[src/rtl/sasched_pkg.sv]
package sasched_pkg;
  typedef enum logic [2:0] {
    OP_NOP = 3'd0,
    OP_ACT = 3'd1,
    OP_SEL = 3'd2,
    OP_RD  = 3'd3,
    OP_WR  = 3'd4,
    OP_PRE = 3'd5
  } cmd_op_e;
endpackage

[src/rtl/req_queue.sv]
module req_queue #(
  parameter int DEPTH = 4,
  parameter int W     = 8,
  parameter int IW    = $clog2(DEPTH)
) (
  input  logic             clk,
  input  logic             rst,
  input  logic             push,
  input  logic [W-1:0]     push_data,
  input  logic             pop,
  input  logic [IW-1:0]    pop_idx,
  output logic [W-1:0]     ent_o [DEPTH],
  output logic [DEPTH-1:0] vld_o,
  output logic             ready_o
);
  logic [W-1:0]     ent_q [DEPTH];
  logic [DEPTH-1:0] vld_q;
  logic [W-1:0]     sh_e  [DEPTH];
  logic [DEPTH-1:0] sh_v;
  logic [W-1:0]     nx_e  [DEPTH];
  logic [DEPTH-1:0] nx_v;
  logic [IW-1:0]    slot;

  // remove the popped entry and close the hole, keeping age order by index
  always_comb begin
    for (int i = 0; i < DEPTH; i++) begin
      if (pop && i >= int'(pop_idx)) begin
        if (i < DEPTH-1) begin
          sh_e[i] = ent_q[i+1];
          sh_v[i] = vld_q[i+1];
        end else begin
          sh_e[i] = ent_q[i];
          sh_v[i] = 1'b0;
        end
      end else begin
        sh_e[i] = ent_q[i];
        sh_v[i] = vld_q[i];
      end
    end
    slot = '0;
    for (int i = DEPTH-1; i >= 0; i--)
      if (!sh_v[i]) slot = IW'(i);
    nx_e = sh_e;
    nx_v = sh_v;
    if (push) begin
      nx_e[slot] = push_data;
      nx_v[slot] = 1'b1;
    end
  end

  always_ff @(posedge clk) begin
    if (rst) vld_q <= '0;
    else     vld_q <= nx_v;
  end

  always_ff @(posedge clk) begin
    for (int i = 0; i < DEPTH; i++) ent_q[i] <= nx_e[i];
  end

  assign ent_o   = ent_q;
  assign vld_o   = vld_q;
  assign ready_o = !vld_q[DEPTH-1];


  pop_valid_chk: assert property (@(posedge clk) disable iff (rst)
    pop |-> vld_q[pop_idx]);

  push_room_chk: assert property (@(posedge clk) disable iff (rst)
    push |-> !vld_q[DEPTH-1]);
endmodule

[src/rtl/sa_table.sv]
module sa_table import sasched_pkg::*; #(
  parameter int NSA   = 8,
  parameter int ROW_W = 9,
  parameter int SA_W  = $clog2(NSA)
) (
  input  logic             clk,
  input  logic             rst,
  input  cmd_op_e          upd_op,
  input  logic [SA_W-1:0]  upd_sa,
  input  logic [ROW_W-1:0] upd_row,
  output logic [NSA-1:0]   open_o,
  output logic [NSA-1:0]   link_o,
  output logic [ROW_W-1:0] rows_o [NSA]
);
  logic [NSA-1:0]   open_q;
  logic [NSA-1:0]   link_q;
  logic [ROW_W-1:0] row_mem [NSA];

  always_ff @(posedge clk) begin
    if (rst) begin
      open_q <= '0;
      link_q <= '0;
    end else begin
      case (upd_op)
        OP_ACT: open_q[upd_sa] <= 1'b1;
        OP_PRE: begin
          open_q[upd_sa] <= 1'b0;
          link_q[upd_sa] <= 1'b0;
        end
        OP_SEL: begin
          link_q         <= '0;
          link_q[upd_sa] <= 1'b1;
        end
        default: ;
      endcase
    end
  end

  always_ff @(posedge clk) begin
    if (upd_op == OP_ACT) row_mem[upd_sa] <= upd_row;
  end

  assign open_o = open_q;
  assign link_o = link_q;
  assign rows_o = row_mem;


  one_link_chk: assert property (@(posedge clk) disable iff (rst)
    $onehot0(link_q));

  sel_link_chk: assert property (@(posedge clk) disable iff (rst)
    (upd_op == OP_SEL) |=> ($countones(link_q) == 1 && link_q[$past(upd_sa)]));

  link_open_chk: assert property (@(posedge clk) disable iff (rst)
    (link_q & ~open_q) == '0);

  pre_close_chk: assert property (@(posedge clk) disable iff (rst)
    (upd_op == OP_PRE) |=> !open_q[$past(upd_sa)]);
endmodule

[src/rtl/subarray_sched.sv]
module subarray_sched import sasched_pkg::*; #(
  parameter int NSA    = 8,
  parameter int ROW_W  = 9,
  parameter int COL_W  = 7,
  parameter int QDEPTH = 4,
  parameter int TW     = 4,
  parameter int T_RP   = 2,
  parameter int T_RCD  = 3
) (
  input  logic                    clk,
  input  logic                    rst,
  input  logic                    req_valid,
  output logic                    req_ready,
  input  logic                    req_write,
  input  logic [$clog2(NSA)-1:0]  req_sa,
  input  logic [ROW_W-1:0]        req_row,
  input  logic [COL_W-1:0]        req_col,
  input  logic [TW-1:0]           cfg_sel_rd,
  input  logic [TW-1:0]           cfg_sel_wr,
  output logic                    cmd_valid,
  output logic [2:0]              cmd_op,
  output logic [$clog2(NSA)-1:0]  cmd_sa,
  output logic [ROW_W-1:0]        cmd_row,
  output logic [COL_W-1:0]        cmd_col
);
  localparam int SA_W = $clog2(NSA);
  localparam int E_W  = 1 + SA_W + ROW_W + COL_W;
  localparam int QI_W = $clog2(QDEPTH);
  localparam int IDW  = TW + 2;

  logic [E_W-1:0]    ent [QDEPTH];
  logic [QDEPTH-1:0] vld;
  logic [NSA-1:0]    open_v, link_v;
  logic [ROW_W-1:0]  rows [NSA];

  logic              e_wr  [QDEPTH];
  logic [SA_W-1:0]   e_sa  [QDEPTH];
  logic [ROW_W-1:0]  e_row [QDEPTH];
  logic [COL_W-1:0]  e_col [QDEPTH];
  logic [QDEPTH-1:0] link_hit;

  logic [QI_W-1:0]   pidx;
  cmd_op_e           nxt_op;
  logic [TW-1:0]     gap_q;
  logic              pop;

  req_queue #(.DEPTH(QDEPTH), .W(E_W)) u_queue (
    .clk(clk), .rst(rst),
    .push(req_valid && req_ready),
    .push_data({req_write, req_sa, req_row, req_col}),
    .pop(pop), .pop_idx(pidx),
    .ent_o(ent), .vld_o(vld), .ready_o(req_ready)
  );

  sa_table #(.NSA(NSA), .ROW_W(ROW_W)) u_table (
    .clk(clk), .rst(rst),
    .upd_op(nxt_op), .upd_sa(e_sa[pidx]), .upd_row(e_row[pidx]),
    .open_o(open_v), .link_o(link_v), .rows_o(rows)
  );

  for (genvar i = 0; i < QDEPTH; i++) begin : g_unpack
    assign e_wr[i]  = ent[i][E_W-1];
    assign e_sa[i]  = ent[i][E_W-2 -: SA_W];
    assign e_row[i] = ent[i][ROW_W+COL_W-1 -: ROW_W];
    assign e_col[i] = ent[i][COL_W-1:0];
    assign link_hit[i] = vld[i] && open_v[e_sa[i]] && link_v[e_sa[i]]
                         && (rows[e_sa[i]] == e_row[i]);
  end

  // oldest connected-row hit wins; otherwise the head of the queue
  always_comb begin
    pidx = '0;
    for (int i = QDEPTH-1; i >= 0; i--)
      if (link_hit[i]) pidx = QI_W'(i);
  end

  always_comb begin
    nxt_op = OP_NOP;
    if (vld[0] && gap_q == '0) begin
      if (!open_v[e_sa[pidx]])                   nxt_op = OP_ACT;
      else if (rows[e_sa[pidx]] != e_row[pidx])  nxt_op = OP_PRE;
      else if (!link_v[e_sa[pidx]])              nxt_op = OP_SEL;
      else                                       nxt_op = e_wr[pidx] ? OP_WR : OP_RD;
    end
  end

  assign pop = (nxt_op == OP_RD) || (nxt_op == OP_WR);

  always_ff @(posedge clk) begin
    if (rst) begin
      gap_q <= '0;
    end else begin
      case (nxt_op)
        OP_PRE:  gap_q <= TW'(T_RP);
        OP_ACT:  gap_q <= TW'(T_RCD);
        OP_SEL:  gap_q <= e_wr[pidx] ? cfg_sel_wr : cfg_sel_rd;
        OP_RD, OP_WR: gap_q <= '0;
        default: if (gap_q != '0) gap_q <= gap_q - 1'b1;
      endcase
    end
  end

  always_ff @(posedge clk) begin
    if (rst) begin
      cmd_valid <= 1'b0;
      cmd_op    <= OP_NOP;
      cmd_sa    <= '0;
      cmd_row   <= '0;
      cmd_col   <= '0;
    end else begin
      cmd_valid <= (nxt_op != OP_NOP);
      cmd_op    <= nxt_op;
      cmd_sa    <= e_sa[pidx];
      cmd_row   <= e_row[pidx];
      cmd_col   <= e_col[pidx];
    end
  end

  // spacing checker built from the command port
  logic [IDW-1:0] chk_idle;
  logic [2:0]     chk_last;
  always_ff @(posedge clk) begin
    if (rst) begin
      chk_idle <= '0;
      chk_last <= OP_NOP;
    end else if (cmd_valid) begin
      chk_idle <= '0;
      chk_last <= cmd_op;
    end else if (chk_idle != '1) begin
      chk_idle <= chk_idle + 1'b1;
    end
  end


  sel_rd_gap_chk: assert property (@(posedge clk) disable iff (rst)
    (cmd_valid && chk_last == OP_SEL && cmd_op == OP_RD) |-> chk_idle >= IDW'(cfg_sel_rd));

  sel_wr_gap_chk: assert property (@(posedge clk) disable iff (rst)
    (cmd_valid && chk_last == OP_SEL && cmd_op == OP_WR) |-> chk_idle >= IDW'(cfg_sel_wr));

  pre_gap_chk: assert property (@(posedge clk) disable iff (rst)
    (cmd_valid && chk_last == OP_PRE) |-> chk_idle >= IDW'(T_RP));

  act_gap_chk: assert property (@(posedge clk) disable iff (rst)
    (cmd_valid && chk_last == OP_ACT) |-> chk_idle >= IDW'(T_RCD));

  col_target_chk: assert property (@(posedge clk) disable iff (rst)
    (cmd_valid && (cmd_op == OP_RD || cmd_op == OP_WR)) |->
      (open_v[cmd_sa] && link_v[cmd_sa] && rows[cmd_sa] == cmd_row));

  act_open_chk: assert property (@(posedge clk) disable iff (rst)
    (cmd_valid && cmd_op == OP_ACT) |-> (open_v[cmd_sa] && rows[cmd_sa] == cmd_row));
endmodule

[config.mk]
export PLATFORM = sky130hd
export DESIGN_NAME = subarray_sched
export DESIGN_NICKNAME = d
export VERILOG_FILES = /design/src/rtl/sasched_pkg.sv /design/src/rtl/req_queue.sv /design/src/rtl/sa_table.sv /design/src/rtl/subarray_sched.sv
export SDC_FILE = /design/constraint.sdc
export NUM_CORES = 1
export LEC_CHECK = 0
export CAP_MARGIN = 20
export CORE_ASPECT_RATIO = 0.7
export CORE_UTILIZATION = 62
export CTS_CLUSTER_SIZE = 24
export DETAILED_ROUTE_END_ITERATION = 16
export PLACE_DENSITY_LB_ADDON = 0.25
export SLEW_MARGIN = 40
export SYNTH_ARGS = -nofsm -noshare
export SYNTH_HDL_FRONTEND = slang
export SYNTH_SLANG_ARGS = --single-unit
[constraint.sdc]
create_clock -name clk -period 6.4 [get_ports clk]
set_clock_uncertainty 0.05 [all_clocks]
set_input_delay 1.28 -clock clk [delete_from_list [all_inputs] [get_ports clk]]
set_output_delay 1.28 -clock clk [all_outputs]
set_load 0.005 [all_outputs]
# Word-level counts from Yosys, hierarchy flattened
# Index checks and enable logic that the tools add are counted.
# totals
regBits	199
wordCells	178
# op_classes
add_sub_neg	1
n_bitwise	12
reduce_logical	30
mux	84
n_eq_ne	10
n_lt_le_gt_ge	20
# op_table
operator	count
9-bit binary-select mux with 3-bit select	5
9-bit two-way mux	13
80-bit bitwise mux	1
20-bit two-way mux	4
80-bit two-way mux	1
72-bit bitwise mux	1
20-bit demux with 2-bit select	1
9-bit equality test	4
8-bit case mux with 2 select lines	2
1-bit binary-select mux with 3-bit select	10
9-bit demux with 3-bit select	1
1-bit logical AND	21
3-bit two-way mux	7
4-bit greater-or-equal comparator, second input constant	5
3-bit by 4-bit less-than comparator with 1-bit output, second input constant	5
3-bit NOT with 4-bit output	5
9-bit binary-select mux with 2-bit select	1
1-bit two-way mux	18
8-bit AND	2
2-bit two-way mux	8
4-bit case mux with 4 select lines	1
7-bit binary-select mux with 2-bit select	1
7-bit two-way mux	2
4-bit two-way mux	3
29 further kinds	35

# Longest topological paths before layout
# depth
word_depth	36
depth_mapped	24
ltp_nobuf	18

# Hierarchy
# Synthesis repeated with hierarchy kept, for this count alone.
# unflattened
hier_cells	1097
hier_area_um2	12429.4
# by_module_without_submodules
module	instances	cells_each	area_each_um2	seq_area_each_um2
subarray_sched	1	668	5988.2	540.5
req_queue	1	274	3495.9	1881.8
sa_table	1	155	2945.3	2482.4

# Worst setup path before layout
# Ideal clock, no wire load.
# synth_timing
path_type	reg-to-reg
start	register u_queue.ent_q (netlist bit u_queue.ent_o[36])
end	register u_queue.ent_q (netlist bit u_queue.ent_o[21])
path_stages_with_launch	23
synth_period_minus_slack_ps	5314
required_ps	6229
t_arrival_ps	5143
setup_ps	121
setup_slack_ps	1086
cell_sequence	dfxtp_1 -> buf_6 -> buf_12 -> mux4_2 -> mux2i_1 -> xnor2_1 -> nor4b_4 -> and4b_4 -> nor4b_1 -> o221a_4 -> or2_1 -> buf_4 -> mux2i_1 -> mux2_2 -> a222oi_1 -> buf_2 -> nand3_1 -> nor4_4 -> nand3b_2 -> o221a_4 -> or3_4 -> buf_6 -> mux2_4
# synth_rtl
element	line_no	rtl
start, declared	req_queue.sv:16	logic [W-1:0] ent_q [DEPTH];

==> metrics.txt <==
# TYPE chip_impl_metric gauge
chip_impl_metric{name="critical_path.max_fanout",unit=""} 30
chip_impl_metric{name="nets",unit=""} 1167
chip_impl_metric{name="ioPinCount",unit=""} 55
chip_impl_metric{name="height_of_the_chip",unit="um"} 120
chip_impl_metric{name="gr-usage-all-layers",unit="%"} 37.5
chip_impl_metric{name="cts.path.max_buffers",unit=""} 2
chip_impl_metric{name="hold_viol_final",unit=""} 0
chip_impl_metric{name="synth-seq-cells",unit=""} 199
chip_impl_metric{name="initial_antenna_violation_count",unit=""} 0
chip_impl_metric{name="synth-edff-count",unit=""} 92
chip_impl_metric{name="ys_seq_area_share",unit="%"} 39.9
chip_impl_metric{name="reg2reg_setup_slack",unit="ns"} 0.15
chip_impl_metric{name="setup_ws",unit="ns"} 0.155
chip_impl_info{name="run_status",value="finished, final reports clean"} 1
chip_impl_metric{name="period_minus_slack",unit="ns"} 6.25
chip_impl_metric{name="portBuffers",unit=""} 54
chip_impl_metric{name="routed_wire_length_per_instance",unit="um"} 26.0
chip_impl_metric{name="relSlewSlack",unit="%"} 41.1
chip_impl_metric{name="htree_num_levels",unit=""} 4
chip_impl_info{name="synth.area.top_cells",value="sky130_fd_sc_hd__edfxtp_1, sky130_fd_sc_hd__dfxtp_1, sky130_fd_sc_hd__mux4_2"} 1
chip_impl_metric{name="drt-pass1-iter-count",unit=""} 5
chip_impl_metric{name="post_cts_setup_buffers",unit=""} 0
chip_impl_metric{name="area_growth_syn_to_layout",unit="%"} 15.4
chip_impl_metric{name="post-synth-top-area-fraction",unit="%"} 22.5
chip_impl_metric{name="holdPathStages",unit=""} 2
chip_impl_metric{name="synthesis.yosys.warnings",unit=""} 0
chip_impl_metric{name="numClockSinks",unit=""} 199
chip_impl_info{name="timing.hold.worst.class",value="reg -> reg"} 1
chip_impl_metric{name="timing.critical_path.required",unit="ns"} 6.70
chip_impl_metric{name="syn_area",unit="sq um"} 12300
chip_impl_info{name="worst_path_cell_trace",value="buf_12 -> mux4_2 -> mux2i_1 -> xor2_1 -> nand4_1 -> or2_2 -> o311ai_1 -> nand2_1 -> buf_4 -> a32oi_1 -> a32oi_1 -> o211ai_1 -> xnor2_1 -> or2_2 -> nor4_4 -> nand3b_2 -> o221a_4 -> buf_4 -> a211oi_4 -> buf_12 -> mux2_2"} 1
chip_impl_metric{name="clock_latency_on_the_worst_skew_pair",unit="ns"} 0.46
chip_impl_metric{name="fp.dieArea",unit="sq um"} 20400
chip_impl_metric{name="fraction_of_final_layout_cells_with_drive_strength_greater_than_1",unit="%"} 29.9
chip_impl_metric{name="detail_route.iter0.violations",unit=""} 1480
chip_impl_metric{name="placeableCoreArea",unit="sq um"} 19200
chip_impl_metric{name="postRouteWirelength",unit="um"} 36600
chip_impl_metric{name="post_synth.cell_area_avg",unit="sq um"} 11.7
chip_impl_metric{name="use_met1",unit="%"} 53.4
chip_impl_metric{name="detailroute.via_count",unit=""} 9765
chip_impl_metric{name="synthesis.instances",unit=""} 1047
chip_impl_info{name="post-synth-top-count-cell",value="sky130_fd_sc_hd__dfxtp_1"} 1
chip_impl_metric{name="floorplan.rows",unit=""} 42
chip_impl_metric{name="antennaDiodeCount",unit=""} 0
chip_impl_metric{name="postSynth.asyncResetShare",unit="%"} 0
chip_impl_info{name="timing.critical_path.from_type",value="register"} 1
chip_impl_metric{name="cp_data_arrival_time",unit="ns"} 6.54
chip_impl_metric{name="maxCapViolations",unit=""} 0
chip_impl_metric{name="final.fill_count",unit=""} 1330
chip_impl_metric{name="place_ws",unit="ns"} 0.328
chip_impl_metric{name="mappedNetlistNets",unit=""} 1080
chip_impl_metric{name="initial_utilization",unit="%"} 64.1
chip_impl_info{name="clk_root_buffer_cell",value="sky130_fd_sc_hd__clkbuf_16"} 1
chip_impl_metric{name="vdd_ir_drop_max",unit="uV"} 182
chip_impl_info{name="timing.rr.start",value="u_queue.ent_o[16]"} 1
chip_impl_metric{name="setup_viol_count_final",unit=""} 0
chip_impl_metric{name="global_route_overflow",unit=""} 0
chip_impl_info{name="path_class",value="reg -> reg"} 1
chip_impl_metric{name="met2_track_usage_gr",unit="%"} 52.6
chip_impl_metric{name="leakage",unit="uW"} 0.00516
chip_impl_metric{name="critPathMaxStageDelay",unit="ns"} 0.52
chip_impl_metric{name="number_of_global_route_vias_before_repair",unit=""} 9189
chip_impl_metric{name="max_slew.worst_pin.slew",unit="ns"} 0.883
chip_impl_info{name="synth_top_flop_cell",value="sky130_fd_sc_hd__dfxtp_1"} 1
chip_impl_metric{name="drc",unit=""} 0
chip_impl_info{name="worst_flop_to_flop_path_endpoint",value="u_queue.ent_o[65]"} 1
chip_impl_metric{name="cts.repair.resized",unit=""} 0
chip_impl_info{name="global_route.peak_usage_layer",value="met1"} 1
chip_impl_metric{name="timing.reg2reg.worst_path_depth",unit=""} 21
chip_impl_metric{name="cts.hold.buffers_added",unit=""} 0
chip_impl_metric{name="maxSlewViolCount",unit=""} 0
chip_impl_metric{name="power_density",unit="nW/um^2"} 282
chip_impl_metric{name="finalWeightedCongestion",unit=""} 1.00
chip_impl_metric{name="final.period_utilization",unit="%"} 97.6
chip_impl_metric{name="synth.distinct_cells",unit=""} 86
chip_impl_metric{name="post_drt_via_cell_ratio",unit=""} 6.92
chip_impl_metric{name="dieWidth",unit="um"} 170
chip_impl_info{name="synthTopCellsByCount",value="sky130_fd_sc_hd__dfxtp_1, sky130_fd_sc_hd__mux2_2, sky130_fd_sc_hd__edfxtp_1"} 1
chip_impl_info{name="cp-end-kind",value="register"} 1
chip_impl_metric{name="antenna_violating_nets_post_route",unit=""} 0
chip_impl_metric{name="dp_hpwl",unit="um"} 26900
chip_impl_info{name="crit_path_top_delay_cell",value="sky130_fd_sc_hd__mux4_2"} 1
chip_impl_info{name="tritoncts",value="yes"} 1
chip_impl_metric{name="cts.clk_slew.worst_paths",unit="ns"} 0.08
chip_impl_metric{name="grt_start_max_net_pins",unit=""} 48
chip_impl_metric{name="final_cell_count_no_fill",unit=""} 1411
chip_impl_metric{name="cts_made_buffers",unit=""} 17
chip_impl_info{name="yosys.area.top_type",value="sky130_fd_sc_hd__edfxtp_1"} 1
chip_impl_metric{name="grtUsageMet3",unit="%"} 13.1
chip_impl_metric{name="max_freq",unit="GHz"} 0.160
chip_impl_metric{name="inst_count_dp",unit=""} 1379
chip_impl_metric{name="grt_pass1_wl",unit="um"} 55900
[cell families after synthesis]
| family | after synthesis | share of synthesized area (%) |
|---|---|---|
| AO/OA/AOI/OAI | 195 | 11.3 |
| XOR/XNOR | 33 | 2.35 |
| adder cells (fa/ha/maj) | 2 | 0.203 |
| buffers and inverters | 95 | 3.95 |
| flip-flops | 199 | 39.9 |
| multiplexers | 282 | 31.2 |
| AND/OR/NAND/NOR | 241 | 11.1 |
[registers in the layout, summed over array words and instances, names as in the netlist, 4 cells and up, named ones only]
register	cells
u_queue.ent_o	80
u_table.link_o	8
cmd_col	7
gap_q	4
cmd_row	9
u_queue.vld_o	4
u_table.rows_o	72
[per-stage QoR]
stage	util (%)	cell area [sq um]	setup TNS, ns	power, uW	hold slack (ns)
2_1_floorplan	-	12300	0	2460	0.416
3_3_place_gp	70.6	13500	0	2820	0.432
3_5_place_dp	70.6	13500	0	2850	0.437
4_1_cts	73.8	14100	0	3950	0.448
5_1_grt	74.0	14200	-0.000368	4150	0.475
6_report	74.0	14200	0	4000	0.454
[where the power goes]
part | switching [uW] | internal, uW
Combinational | 657 | 605
Clock | 557 | 562
Sequential | 138 | 1480
Total | 1350 | 2640
[worst max-delay path by stage]
| stage | slack [ns] | start | cells after the start | end |
|---|---|---|---|---|
| after detailed placement | 0.33 | u_queue.ent_o[56] | 21 | u_queue.ent_o[65] |
| after global routing | -0.0004 | u_queue.ent_o[16] | 21 | u_queue.ent_o[70] |
| final | 0.15 | u_queue.ent_o[16] | 21 | u_queue.ent_o[65] |
| after floorplan | 1.09 | u_queue.ent_o[36] | 22 | u_queue.ent_o[21] |
| after CTS | 0.26 | u_queue.ent_o[76] | 23 | u_queue.ent_o[62] |
| after global placement | 0.42 | u_queue.ent_o[56] | 21 | u_queue.ent_o[64] |
[critical path: cells and delay by family, from the launching register on]
family	cells	cell delay, ns
muxes	3	1.09
DFF	1	0.38
and+or+nand+nor	6	1.69
AOI/OAI and AO/OA	6	1.60
xor gates and xnor gates	2	0.41
buffers and inverters	4	0.84
[layout by cell type, fill, tap and decap left out, types with 11 or more instances in the layout]
cell type,Yosys,final
sky130_fd_sc_hd__nand3_1,38,38
sky130_fd_sc_hd__inv_1,24,24
sky130_fd_sc_hd__mux2i_1,85,84
sky130_fd_sc_hd__mux2_4,20,20
sky130_fd_sc_hd__mux2_2,101,101
sky130_fd_sc_hd__mux4_2,61,61
sky130_fd_sc_hd__and2_1,15,15
sky130_fd_sc_hd__o21ai_0,46,45
sky130_fd_sc_hd__nor2_1,43,42
sky130_fd_sc_hd__clkdlybuf4s50_1,0,53
sky130_fd_sc_hd__clkbuf_16,0,17
sky130_fd_sc_hd__nor2b_1,15,15
sky130_fd_sc_hd__xnor2_1,28,28
sky130_fd_sc_hd__nand4_1,12,12
sky130_fd_sc_hd__mux2_1,15,15
sky130_fd_sc_hd__edfxtp_1,92,92
sky130_fd_sc_hd__buf_4,5,74
sky130_fd_sc_hd__a22oi_1,15,15
sky130_fd_sc_hd__nand2_1,38,37
sky130_fd_sc_hd__dfxtp_1,107,103
sky130_fd_sc_hd__a32oi_1,11,11
sky130_fd_sc_hd__a21oi_1,34,34
sky130_fd_sc_hd__nor3_1,20,20
[routing by layer]
layer  wire (um)  vias up
met5           0        -
met4        1190        0
met3        4940       91
met2       15600      670
met1       14900     4765
li1            -     4239
[layout make-up]
class | count | area (sq um) | area share (%)
Multi-Input combinational cell | 753 | 6950 | 49.0
Sequential cell | 199 | 4910 | 34.6
Timing Repair Buffer | 137 | 1290 | 9.07
Clock buffer | 17 | 425 | 3.00
Tap cell | 264 | 330 | 2.33
Clock inverter | 15 | 181 | 1.28
Inverter | 26 | 97.6 | 0.688
Note: power is estimated with default switching activity, not from simulation.
